File: src/rtl/status_pkg.sv
`timescale 1ns/1ps
package status_pkg;
  localparam int ADDR_W = 3;

  typedef enum logic [ADDR_W-1:0] {
    ADDR_STD_EV   = 3'd0,
    ADDR_OPER_EV  = 3'd1,
    ADDR_QUES_EV  = 3'd2,
    ADDR_STD_EN   = 3'd3,
    ADDR_OPER_EN  = 3'd4,
    ADDR_QUES_EN  = 3'd5,
    ADDR_SRQ_EN   = 3'd6,
    ADDR_STATUS   = 3'd7
  } reg_addr_e;

  typedef struct packed {
    logic rdStd;
    logic rdOper;
    logic rdQues;
    logic wrStdEn;
    logic wrOperEn;
    logic wrQuesEn;
    logic wrSrqEn;
    logic clrAll;
  } strobe_t;

  // bit 6 of the service-request mask never takes part
  localparam logic [7:0] SRQ_KEEP = 8'hBF;
endpackage

File: src/rtl/status_ctrl.sv
`timescale 1ns/1ps
module status_ctrl
  import status_pkg::*;
(
  input  logic              hostValid,
  input  logic              hostWrite,
  input  logic [ADDR_W-1:0] hostAddr,
  input  logic              clearAll,
  output strobe_t           strb
);
  logic isRead;
  logic isWrite;

  assign isRead  = hostValid && !hostWrite;
  assign isWrite = hostValid && hostWrite;

  always_comb begin
    strb          = '0;
    strb.clrAll   = clearAll;
    strb.rdStd    = isRead  && (hostAddr == ADDR_STD_EV);
    strb.rdOper   = isRead  && (hostAddr == ADDR_OPER_EV);
    strb.rdQues   = isRead  && (hostAddr == ADDR_QUES_EV);
    strb.wrStdEn  = isWrite && (hostAddr == ADDR_STD_EN);
    strb.wrOperEn = isWrite && (hostAddr == ADDR_OPER_EN);
    strb.wrQuesEn = isWrite && (hostAddr == ADDR_QUES_EN);
    strb.wrSrqEn  = isWrite && (hostAddr == ADDR_SRQ_EN);
  end
endmodule

File: src/rtl/status_event_group.sv
`timescale 1ns/1ps
module status_event_group #(
  parameter int W = 8
) (
  input  logic         clk,
  input  logic         rstN,
  input  logic [W-1:0] cond,
  input  logic         clrEv,
  input  logic         wrEn,
  input  logic [W-1:0] wdata,
  output logic [W-1:0] evQ,
  output logic [W-1:0] enQ,
  output logic         summary
);
  logic [W-1:0] prevQ;
  logic [W-1:0] rise;

  assign rise    = cond & ~prevQ;
  assign summary = |(evQ & enQ);

  always_ff @(posedge clk or negedge rstN) begin
    if (!rstN) begin
      prevQ <= '0;
      evQ   <= '0;
      enQ   <= '0;
    end else begin
      prevQ <= cond;
      // a fresh edge survives a clear in the same cycle
      evQ   <= (clrEv ? '0 : evQ) | rise;
      if (wrEn) enQ <= wdata;
    end
  end
endmodule

File: src/rtl/status_datapath.sv
`timescale 1ns/1ps
module status_datapath
  import status_pkg::*;
#(
  parameter int STD_W  = 8,
  parameter int OPER_W = 16,
  parameter int QUES_W = 16,
  parameter int DATA_W = 16
) (
  input  logic              clk,
  input  logic              rstN,
  input  strobe_t           strb,
  input  logic [STD_W-1:0]  stdCond,
  input  logic [OPER_W-1:0] operCond,
  input  logic [QUES_W-1:0] quesCond,
  input  logic              outBufNonEmpty,
  input  logic              errQueueNonEmpty,
  input  logic              rdActive,
  input  logic [ADDR_W-1:0] hostAddr,
  input  logic [DATA_W-1:0] hostWdata,
  output logic [DATA_W-1:0] hostRdata,
  output logic [7:0]        statusByte,
  output logic [7:0]        srqEnMask
);
  logic [STD_W-1:0]  stdEv,  stdEn;
  logic [OPER_W-1:0] operEv, operEn;
  logic [QUES_W-1:0] quesEv, quesEn;
  logic stdSum, operSum, quesSum;
  logic [7:0] srqEnQ;
  logic [7:0] sumBits;
  logic       masterSum;

  status_event_group #(.W(STD_W)) u_std (
    .clk(clk), .rstN(rstN), .cond(stdCond),
    .clrEv(strb.rdStd || strb.clrAll), .wrEn(strb.wrStdEn),
    .wdata(hostWdata[STD_W-1:0]), .evQ(stdEv), .enQ(stdEn), .summary(stdSum));

  status_event_group #(.W(OPER_W)) u_oper (
    .clk(clk), .rstN(rstN), .cond(operCond),
    .clrEv(strb.rdOper || strb.clrAll), .wrEn(strb.wrOperEn),
    .wdata(hostWdata[OPER_W-1:0]), .evQ(operEv), .enQ(operEn), .summary(operSum));

  status_event_group #(.W(QUES_W)) u_ques (
    .clk(clk), .rstN(rstN), .cond(quesCond),
    .clrEv(strb.rdQues || strb.clrAll), .wrEn(strb.wrQuesEn),
    .wdata(hostWdata[QUES_W-1:0]), .evQ(quesEv), .enQ(quesEn), .summary(quesSum));

  always_ff @(posedge clk or negedge rstN) begin
    if (!rstN)             srqEnQ <= '0;
    else if (strb.wrSrqEn) srqEnQ <= hostWdata[7:0] & SRQ_KEEP;
  end

  assign sumBits    = {operSum, 1'b0, stdSum, outBufNonEmpty, quesSum, errQueueNonEmpty, 2'b00};
  assign masterSum  = |(sumBits & srqEnQ);
  assign statusByte = sumBits | {1'b0, masterSum, 6'b0};
  assign srqEnMask  = srqEnQ;

  always_comb begin
    hostRdata = '0;
    if (rdActive) begin
      unique case (hostAddr)
        ADDR_STD_EV:  hostRdata = DATA_W'(stdEv);
        ADDR_OPER_EV: hostRdata = DATA_W'(operEv);
        ADDR_QUES_EV: hostRdata = DATA_W'(quesEv);
        ADDR_STD_EN:  hostRdata = DATA_W'(stdEn);
        ADDR_OPER_EN: hostRdata = DATA_W'(operEn);
        ADDR_QUES_EN: hostRdata = DATA_W'(quesEn);
        ADDR_SRQ_EN:  hostRdata = DATA_W'(srqEnQ);
        ADDR_STATUS:  hostRdata = DATA_W'(statusByte);
        default:      hostRdata = '0;
      endcase
    end
  end
endmodule

File: src/rtl/status_report_regs.sv
`timescale 1ns/1ps
module status_report_regs
  import status_pkg::*;
#(
  parameter int STD_W  = 8,
  parameter int OPER_W = 16,
  parameter int QUES_W = 16,
  parameter int DATA_W = 16
) (
  input  logic              clk,
  input  logic              rstN,
  input  logic [STD_W-1:0]  stdCond,
  input  logic [OPER_W-1:0] operCond,
  input  logic [QUES_W-1:0] quesCond,
  input  logic              outBufNonEmpty,
  input  logic              errQueueNonEmpty,
  input  logic              hostValid,
  input  logic              hostWrite,
  input  logic [2:0]        hostAddr,
  input  logic [DATA_W-1:0] hostWdata,
  input  logic              clearAll,
  output logic [DATA_W-1:0] hostRdata,
  output logic [7:0]        statusByte
);
  strobe_t    strb;
  logic [7:0] srqEnMask;

  status_ctrl u_ctrl (
    .hostValid(hostValid), .hostWrite(hostWrite), .hostAddr(hostAddr),
    .clearAll(clearAll), .strb(strb));

  status_datapath #(
    .STD_W(STD_W), .OPER_W(OPER_W), .QUES_W(QUES_W), .DATA_W(DATA_W)
  ) u_dp (
    .clk(clk), .rstN(rstN), .strb(strb),
    .stdCond(stdCond), .operCond(operCond), .quesCond(quesCond),
    .outBufNonEmpty(outBufNonEmpty), .errQueueNonEmpty(errQueueNonEmpty),
    .rdActive(hostValid && !hostWrite), .hostAddr(hostAddr),
    .hostWdata(hostWdata), .hostRdata(hostRdata),
    .statusByte(statusByte), .srqEnMask(srqEnMask));
endmodule

File: config.mk
export PLATFORM = sky130hd
export DESIGN_NAME = status_report_regs
export DESIGN_NICKNAME = d
export VERILOG_FILES = /design/src/rtl/status_pkg.sv /design/src/rtl/status_ctrl.sv /design/src/rtl/status_event_group.sv /design/src/rtl/status_datapath.sv /design/src/rtl/status_report_regs.sv
export SDC_FILE = /design/constraint.sdc
export NUM_CORES = 1
export LEC_CHECK = 0
export BUFFER_PORTS_ARGS = -buffer_cell sky130_fd_sc_hd__buf_2
export CORE_MARGIN = 3
export CORE_UTILIZATION = 45
export CTS_CLUSTER_DIAMETER = 50
export DETAILED_ROUTE_END_ITERATION = 7
export GPL_TIMING_DRIVEN = 0
export PLACE_DENSITY = 0.66
export SLEW_MARGIN = 0
export SYNTH_ARGS = -nofsm -noshare
export SYNTH_HDL_FRONTEND = slang
export SYNTH_SLANG_ARGS = --single-unit
File: constraint.sdc
create_clock -name clk -period 2.9 [get_ports clk]
set_input_delay 0.29 -clock clk [delete_from_list [all_inputs] [get_ports clk]]
set_output_delay 0.29 -clock clk [all_outputs]
set_load 0.005 [all_outputs]
==> results of run 1 <==
## power groups by stage
| stage | registers, uW | logic [uW] | clock network (uW) |
|---|---|---|---|
| floorplan | 2150 | 457 | 0 |
| global placement | 2230 | 658 | 0 |
| detailed placement | 2240 | 679 | 0 |
| CTS | 2210 | 726 | 2150 |
| global route | 2240 | 806 | 2250 |
| finish | 2220 | 726 | 2120 |
## synth_stat cells (all sizes together), types with 3 or more instances
cell type | count | area [sq um]
nand2 | 53 | 199
dfrtp | 127 | 3180
inv | 44 | 165
a31oi | 5 | 52.6
o22ai | 7 | 43.8
nand3 | 3 | 15.0
a22o | 9 | 78.8
mux2 | 51 | 574
a22oi | 12 | 90.1
o21ai | 51 | 255
nand2b | 3 | 18.8
mux2i | 16 | 160
a221oi | 10 | 87.6
clkbuf | 3 | 11.3
buf | 22 | 165
nor2 | 20 | 82.6
and2 | 5 | 31.3
a21oi | 10 | 50.1
nand4 | 3 | 18.8
nor3 | 4 | 53.8
nor2b | 4 | 25.0
## metrics by stage
step                setup slack [ns]  instances  power (uW)  setup TNS (ns)  hold WS, ns
finish                         0.253        780        5060               0        0.108
global route                  0.0332        780        5300               0       0.0919
CTS                            0.121        780        5090               0       0.0957
detailed placement             0.587        708        2920               0        0.204
global placement             -0.0254        707        2890           -2.17        0.398
floorplan                       1.24        478        2600               0     -0.00559
## worst paths after layout
path / startpoint / end / slack (ns)
min in group asynchronous: rstN / u_dp.u_oper.prevQ[9] / 0.33
max: u_dp.u_oper.evQ[4] / statusByte[6] / 0.25
max in group asynchronous: rstN / u_dp.u_oper.prevQ[0] / 1.84
max reg2reg: u_dp.u_std.enQ[6] / u_dp.u_std.enQ[6] / 2.07
min: hostWdata[14] / u_dp.u_ques.enQ[14] / 0.11
min reg2reg: u_dp.u_ques.prevQ[3] / u_dp.u_ques.evQ[3] / 0.41
## logic make-up (layout without fill, tap and decap cells)
| kind of cell | Yosys count | after routing | share of synthesized area (%) |
|---|---|---|---|
| and+or+nand+nor | 96 | 96 | 8.20 |
| AOI/OAI and AO/OA | 115 | 115 | 13.6 |
| other | 1 | 2 | 0.0681 |
| muxes | 69 | 69 | 14.2 |
| DFF | 127 | 127 | 57.7 |
| buffers and inverters | 69 | 228 | 6.20 |
## sequential cells by signal, summed over array words and instances (netlist names)
| register | count |
|---|---|
| u_dp.u_oper.enQ | 16 |
| u_dp.u_oper.evQ | 16 |
| u_dp.u_oper.prevQ | 16 |
| u_dp.u_ques.enQ | 16 |
| u_dp.u_ques.evQ | 16 |
| u_dp.u_ques.prevQ | 16 |
| u_dp.u_std.enQ | 8 |
| u_dp.u_std.evQ | 8 |
| u_dp.u_std.prevQ | 8 |
| u_dp.srqEnMask | 7 |
## per-layer routing
layer	routed length, microns	global-route usage [%]	vias up
met5	0	0	-
met4	352	10.1	0
met3	1040	6.89	22
met2	7250	36.6	165
met1	6500	32.7	2104
li1	-	-	1962
## timing repair
action	CTS	global route
setup endpoints to repair	0	3
hold buffers	41	0
gates resized for setup	0	1
hold endpoints to repair	75	0
## final cells by class
| type | instances | share of cell area, % |
|---|---|---|
| sequential | 127 | 44.4 |
| multi-input combinational | 282 | 27.9 |
| clock buffer | 20 | 6.38 |
| inverter | 44 | 2.31 |
| buffer | 25 | 2.46 |
| clock inverter | 11 | 1.84 |
| timing repair buffer | 128 | 12.2 |
| tap | 143 | 2.50 |
==> results.toml, run 1 <==
[timing]
post-route-period-util_pct = 91.3
layout_min_cycle_time_ns = 2.65
maxSlewViolCount = 0
relSlewSlack_pct = 34.2
final_hold_viol_count = 0
rsz0062_at_grt = "false"
worst_pin_slew_ns = 0.986
setup-violations-final = 0
max_freq_ghz = 0.378
clock-skew-final_ns = 0.00656

[clock_network]
cts_inserted_buffers = 17
clk_pin_slew_ns = 0.06
cts_num_sinks = 127
postCtsSetupBuffers = 0
worstSkewPairLatency_ns = 0.43
clockBufferDepth = 2
root_buffer = "clkbuf_16"
htree_levels = 4
cts_tree = "done"

[placement]
numPortBuffers = 86
dp_hpwl_microns = 10600
post_dp_cell_area_sq_um = 6150
gp_congestion = 0.908

[logic_synthesis]
syn_area_per_cell_sq_um = 11.5
yosysWarnings = 0
syn_inst = 477
ys_types = 41
syn_area_sq_um = 5510
synthArstFlopShare_pct = 100
synth_seq_cells = 127
synth_edf_count = 0
seq_area_frac_synth_pct = 57.7
ys.flop_type = "dfrtp_1"

[grt]
grt_first_pass_wirelength_microns = 23900
first_global_vias = 4315
grt_usage_pct = 24.1
antenna_found_initial = 0
grt_max_degree = 93
grt_overflow_total = 0

[die]
core.rowCount = 39
core_sq_um = 11700
io_pins = 90
start_util_pct = 47.0
dieWidth_microns = 117
dieArea_sq_um = 13600
fp.dieH_microns = 117

[critical_path]
r2r_cells = 1
worst_path_max_delay_cell = "dfrtp_1"
critPathRequiredTime_ns = 2.61
crit_path_end_kind = "primary output"
cpLargestDelayFamily = "compound AO/OA/AOI/OAI gates"
critPathMaxStageDelay_ns = 0.41
worstPathCellList = "a22o_1 > a221oi_2 > nand4_1 > a21boi_0 > nand2_1 > buf_4 > buf_2"
criticalPathCategory = "reg2out"
crit_cells = 7
cp-start-kind = "register"
cp.arrival_ns = 2.36
critPathBufInv = 2
path_max_fanout = 3

[layout]
diodes = 0
regArea_sq_um = 3180
stdcell_area_sq_um = 7160
drive_gt1_share_pct = 31.2
final_util_pct = 61.1
mostFrequentLayoutCells = "127 x dfrtp_1, 91 x buf_2, 53 x nand2_1"
fill_cells = 945
area_growth_pct = 30.0
layout_commonest_cell = "dfrtp_1"
num-nets-final = 691
multi_input_area_sq_um = 2000

[power_and_ir_drop]
ir_drop_mv = 0.474
power_density_nw_per_um2 = 707
sequentialPowerShare_pct = 43.8
clkPwrFrac_pct = 41.8
p_int_uw = 3710
switching_power_uw = 1350
leakage_uw = 0.00339
p_sw_share_pct = 26.6
pwr-share-comb_pct = 14.3

[routing]
drtIter0Drc = 326
wl_microns = 15100
drcViolationCount = 0
dr.pass1.iters = 5
final_antenna_net_count = 0
vias = 4253
post_drt_wl_per_cell_microns = 19.4
via_per_inst = 5.45

[job]
max_cap_viol_count = 0

[status]
status = "finished clean"

[min_path]
min_path_type = "in2reg"
holdPathStages = 2
No activity file was read; power rests on OpenSTA's default activity.
==> run 2, diff against run 1 <==
--- a/config.mk
+++ b/config.mk
@@ -6,12 +6,15 @@
 export NUM_CORES = 1
 export LEC_CHECK = 0
 export BUFFER_PORTS_ARGS = -buffer_cell sky130_fd_sc_hd__buf_2
+export CELL_PAD_IN_SITES_DETAIL_PLACEMENT = 2
+export CELL_PAD_IN_SITES_GLOBAL_PLACEMENT = 2
 export CORE_MARGIN = 3
-export CORE_UTILIZATION = 45
+export CORE_UTILIZATION = 40
 export CTS_CLUSTER_DIAMETER = 50
 export DETAILED_ROUTE_END_ITERATION = 7
 export GPL_TIMING_DRIVEN = 0
-export PLACE_DENSITY = 0.66
+export PLACE_DENSITY_LB_ADDON = 0.1
+export SETUP_SLACK_MARGIN = 0.5
 export SLEW_MARGIN = 0
 export SYNTH_ARGS = -nofsm -noshare
 export SYNTH_HDL_FRONTEND = slang
==> constraint.sdc (replaced) <==
create_clock -name clk -period 2.9 [get_ports clk]
set_input_delay 0.145 -clock clk [delete_from_list [all_inputs] [get_ports clk]]
set_output_delay 0.145 -clock clk [all_outputs]
set_load 0.005 [all_outputs]
==> run 2 against run 1 <==
Against the previous run: sequential cell count stayed put; clock-buffer cell count is 1 lower; die area grew 12%; largest power group unchanged; highest routed layer unchanged.
==> results.toml, run 2 (synthesis results as in run 1) <==
[status]
status = "finished clean"

[critical_path]
r2r-end = "u_dp.u_std.enQ[0]"
r2r_start = "u_dp.u_std.enQ[0]"
cp-start-kind = "register"
critPathRequiredTime_ns = 2.76
r2r_cells = 2
path_max_fanout = 3
r2r_slack_ns = 1.92
criticalPathCategory = "reg2out"
critPathMaxStageDelay_ns = 0.42
worst_path_max_delay_cell = "dfrtp_1"
cp_common_cell = "buf_4"
critPathBufInv = 4
crit_path_end_kind = "primary output"
cp.arrival_ns = 2.26
worstPathCellList = "a22o_1 > a221oi_2 > nand4_1 > buf_4 > buf_4 > buf_4 > buf_6"
cpLargestDelayFamily = "buffers and inverters"

[power_and_ir_drop]
leakage_uw = 0.00347
ir_drop_mv = 0.427
pwr-share-comb_pct = 17.2
sequentialPowerShare_pct = 43.5
p_sw_share_pct = 29.4
switching_power_uw = 1530
clkPwrFrac_pct = 39.3
p_int_uw = 3670
power_density_nw_per_um2 = 702

[grt]
antenna_found_initial = 0
grt_usage_pct = 28.9
grt_first_pass_wirelength_microns = 31600
grt_max_degree = 86
first_global_vias = 5289
grt_overflow_total = 0

[clock_network]
htree_levels = 4
cts_tree = "done"
root_buffer = "clkbuf_16"
clockBufferDepth = 2
worstSkewPairLatency_ns = 0.42
cts_inserted_buffers = 17
clk_pin_slew_ns = 0.06
cts_num_sinks = 127

[timing]
setup-violations-final = 0
layout_min_cycle_time_ns = 2.40
final_hold_viol_count = 0
relSlewSlack_pct = 40.1
maxSlewViolCount = 0
setup_tns_ns = 0
post-route-period-util_pct = 82.8
max_freq_ghz = 0.417
clock-skew-final_ns = 0.00601
layout_setup_ws_ns = 0.499
worst_pin_slew_ns = 0.898
rsz0062_at_grt = "true"

[layout]
area_growth_pct = 34.3
drive_gt1_share_pct = 33.5
num-nets-final = 707
diodes = 0
mostFrequentLayoutCells = "124 x dfrtp_1, 89 x buf_2, 53 x nand2_1"
fill_cells = 1314
layout_commonest_cell = "dfrtp_1"

[die]
start_util_pct = 41.3
core.rowCount = 42
io_pins = 90
core_sq_um = 13300
dieWidth_microns = 123
dieArea_sq_um = 15200
fp.dieH_microns = 123

[job]
max_cap_viol_count = 0

[routing]
drtIter0Drc = 327
vias = 4653
wl_microns = 20700
drcViolationCount = 0
post_drt_wl_per_cell_microns = 24.9
dr.pass1.iters = 5
via_per_inst = 5.61
final_antenna_net_count = 0

[min_path]
holdPathStages = 2
hold_end = "u_dp.u_ques.enQ[0]"
hold_start = "hostWdata[0]"
min_path_type = "in2reg"

[placement]
gp_congestion = 0.839
dp_hpwl_microns = 12600
place_ws_ns = 0.687
numPortBuffers = 86
## run 2: worst register-to-register path: cells and delay by family (launching register included)
family	cells	cell delay, ns
flops	1	0.45
mux	1	0.27
buf+inv	1	0.16
## run 2: worst max-delay path by stage
stage / start / end / depth (start not counted)
finish: u_dp.u_oper.enQ[5] / statusByte[7] / 7
global route: u_dp.u_oper.enQ[5] / hostRdata[7] / 6
CTS: u_dp.u_std.enQ[3] / hostRdata[5] / 6
detailed placement: u_dp.u_oper.evQ[5] / statusByte[6] / 7
global placement: rstN / u_dp.u_oper.prevQ[14] / 1
floorplan: u_dp.u_oper.evQ[8] / statusByte[6] / 6
## run 2: stage by stage
stage | instance area [sq um] | cells | util (%) | hold WS (ns) | total power, uW
floorplan | 5510 | 478 | - | -0.151 | 2600
detailed placement | 6190 | 741 | 46.4 | 0.103 | 2960
finish | 7400 | 830 | 55.4 | 0.00176 | 5200
CTS | 7330 | 827 | 54.9 | 0.00182 | 5140
global placement | 6160 | 740 | 46.2 | 0.267 | 2910
global route | 7400 | 830 | 55.4 | 0.00710 | 5430
## run 2: what timing repair did
action | in CTS | in global routing
gates resized for setup | 9 | 10
setup endpoints to repair | 5 | 4
buffers inserted | 4 | 3
pin swaps | 4 | 7
endpoints found under the hold margin | 134 | 0
hold buffers | 50 | 0
## run 2: cell type report
class / count / area, sq um / share of cell area (%)
sequential: 127 / 3180 / 43.0
buffer: 25 / 180 / 2.44
clock buffer: 19 / 443 / 5.99
clock inverter: 13 / 115 / 1.56
multi-input combinational: 282 / 2060 / 27.9
timing repair buffer: 144 / 1030 / 13.9
tap: 176 / 220 / 2.98
inverter: 44 / 165 / 2.23
## run 2: power groups by stage
stage                     Combinational [uW]  Sequential (uW)  Clock, uW
after detailed placement                 715             2250          0
after global routing                     968             2280       2180
after global placement                   675             2230          0
after floorplan                          457             2150          0
final                                    891             2260       2040
after CTS                                830             2230       2080
## run 2: layer usage
| layer | GRT usage (%) | vias to the layer above | routed length [microns] |
|---|---|---|---|
| met5 | 0 | - | 0 |
| met4 | 10.7 | 0 | 584 |
| li1 | - | 2000 | - |
| met2 | 49.6 | 176 | 10800 |
| met3 | 7.41 | 40 | 1110 |
| met1 | 35.0 | 2437 | 8150 |
==> run 3, diff against run 2 <==
--- a/config.mk
+++ b/config.mk
@@ -9,7 +9,7 @@
 export CELL_PAD_IN_SITES_DETAIL_PLACEMENT = 2
 export CELL_PAD_IN_SITES_GLOBAL_PLACEMENT = 2
 export CORE_MARGIN = 3
-export CORE_UTILIZATION = 40
+export CORE_UTILIZATION = 33
 export CTS_CLUSTER_DIAMETER = 50
 export DETAILED_ROUTE_END_ITERATION = 7
 export GPL_TIMING_DRIVEN = 0
==> constraint.sdc (replaced) <==
create_clock -name clk -period 2 [get_ports clk]
set_input_delay 0.1 -clock clk [delete_from_list [all_inputs] [get_ports clk]]
set_output_delay 0.1 -clock clk [all_outputs]
set_load 0.005 [all_outputs]
==> run 3 against run 2 <==
Against the previous run: the flow now finishes with violations (setup timing); clock skew shrank 0.0010 ns; total power grew 57%; combinational power grew 60%; largest cell class unchanged.
==> results.toml, run 3 (synthesis results as in run 1) <==
[status]
status = "complete, but fails checks"
violations = "setup timing"

[routing]
dr.pass1.iters = 4
wl_microns = 19700
post_drt_wl_per_cell_microns = 22.1
drcViolationCount = 0
via_per_inst = 5.07
drtIter0Drc = 197
final_antenna_net_count = 0
vias = 4524

[die]
io_pins = 90
fp.dieH_microns = 135
core_sq_um = 16100
core.rowCount = 46
start_util_pct = 34.2
dieArea_sq_um = 18300
dieWidth_microns = 135

[critical_path]
cp.arrival_ns = 2.23
criticalPathCategory = "reg2out"
cp-startpoint = "u_dp.u_std.evQ[4]"
critPathRequiredTime_ns = 1.90
path_max_fanout = 3
crit_path_end_kind = "primary output"
cp-start-kind = "register"
r2r_start = "u_dp.u_ques.evQ[0]"
r2r_cells = 5
r2r-end = "u_dp.u_ques.evQ[0]"
r2r_slack_ns = 0.96

[timing]
setup_tns_ns = -1.21
worst_pin_slew_ns = 0.958
maxSlewViolCount = 0
layout_min_cycle_time_ns = 2.33
relSlewSlack_pct = 36.1
post-route-period-util_pct = 116
hold_slack_ns = 0.156
layout_setup_ws_ns = -0.325
setup-violations-final = 5
clock-skew-final_ns = 0.00501
rsz0062_at_grt = "true"
max_freq_ghz = 0.430
final_hold_viol_count = 0

[min_path]
hold_end = "u_dp.u_oper.evQ[4]"
holdPathStages = 4
hold_start = "clearAll"
min_path_type = "in2reg"

[placement]
numPortBuffers = 86
dp_hpwl_microns = 13200
post_dp_cell_area_sq_um = 6240
gp_congestion = 0.813
post-place-cells = 781

[layout]
num-nets-final = 730
layout_commonest_cell = "dfrtp_1"
diodes = 0
mostFrequentLayoutCells = "123 x dfrtp_1, 86 x buf_2, 57 x dlygate4sd3_1"
final_cells = 893
area_growth_pct = 43.5
stdcell_area_sq_um = 7900
drive_gt1_share_pct = 37.8

[clock_network]
root_buffer = "clkbuf_16"
cts_tree = "done"
htree_levels = 4
cts_inserted_buffers = 17
clockBufferDepth = 2
cts_num_sinks = 127
worstSkewPairLatency_ns = 0.42
clk_pin_slew_ns = 0.05

[power_and_ir_drop]
ir_drop_mv = 0.623
power_density_nw_per_um2 = 1030
leakage_uw = 0.00369
power_uw = 8160

[grt]
grt_max_degree = 68
antenna_found_initial = 0
grt_overflow_total = 0
grt_usage_pct = 22.6
first_global_vias = 5183
grt_first_pass_wirelength_microns = 30800

[job]
max_cap_viol_count = 0
## run 3: worst max path at each step
| stage | cells past startpoint | slack [ns] | to |
|---|---|---|---|
| after CTS | 6 | -0.31 | hostRdata[7] |
| final | 7 | -0.33 | hostRdata[5] |
| after global placement | 1 | -0.94 | u_dp.u_ques.prevQ[3] |
| after detailed placement | 7 | -0.32 | statusByte[6] |
| after global routing | 7 | -0.44 | statusByte[6] |
| after floorplan | 6 | 0.53 | statusByte[6] |
## run 3: layout make-up
type                    instances  area, sq um
inverters                      44          165
clock inverters                12          206
multi-input cells             282         2170
flip-flops and latches        127         3180
repair buffers                167         1250
well taps                     216          270
clock buffers                  20          457
plain buffers                  25          204
fillers                      1601         8210
## run 3: critical path: stages, from the launching register on
cell	delay, ns
dfrtp_1	0.40
a22oi_2	0.21
nand4_1	0.20
buf_4	0.19
mux2_4	0.26
a311oi_4	0.33
nor2_1	0.08
buf_2	0.13
## run 3: report_power, final
part | internal (uW) | switching, uW | total, uW | leakage, uW
Clock | 2290 | 1200 | 3490 | 0.000321
Combinational | 794 | 638 | 1430 | 0.00184
Sequential | 2910 | 332 | 3240 | 0.00152
Total | 5990 | 2170 | 8160 | 0.00369
## run 3: per-layer routing
| metal | up-vias | wire [microns] | share of wire [%] | GRT usage, % |
|---|---|---|---|---|
| met5 | - | 0 | 0 | 0 |
| met4 | 0 | 211 | 1.1 | 5.43 |
| met3 | 14 | 941 | 4.8 | 5.53 |
| met2 | 105 | 10100 | 51 | 38.8 |
| met1 | 2362 | 8480 | 43 | 28.9 |
| li1 | 2043 | - | - | - |
## run 3: per-stage QoR
step	utilization, %	setup slack (ns)
6_report	49.0	-0.325
5_1_grt	49.0	-0.438
4_1_cts	48.2	-0.311
3_5_place_dp	38.8	-0.316
3_3_place_gp	38.5	-0.942
2_1_floorplan	-	0.534
## run 3: repair_timing
| action | 4_1_cts | 5_1_grt |
|---|---|---|
| setup endpoints to repair | 20 | 30 |
| hold buffers | 57 | 0 |
| hold endpoints to repair | 192 | 0 |
| pin swaps | 17 | 20 |
| gates resized for setup | 44 | 19 |
| buffers inserted | 16 | 7 |
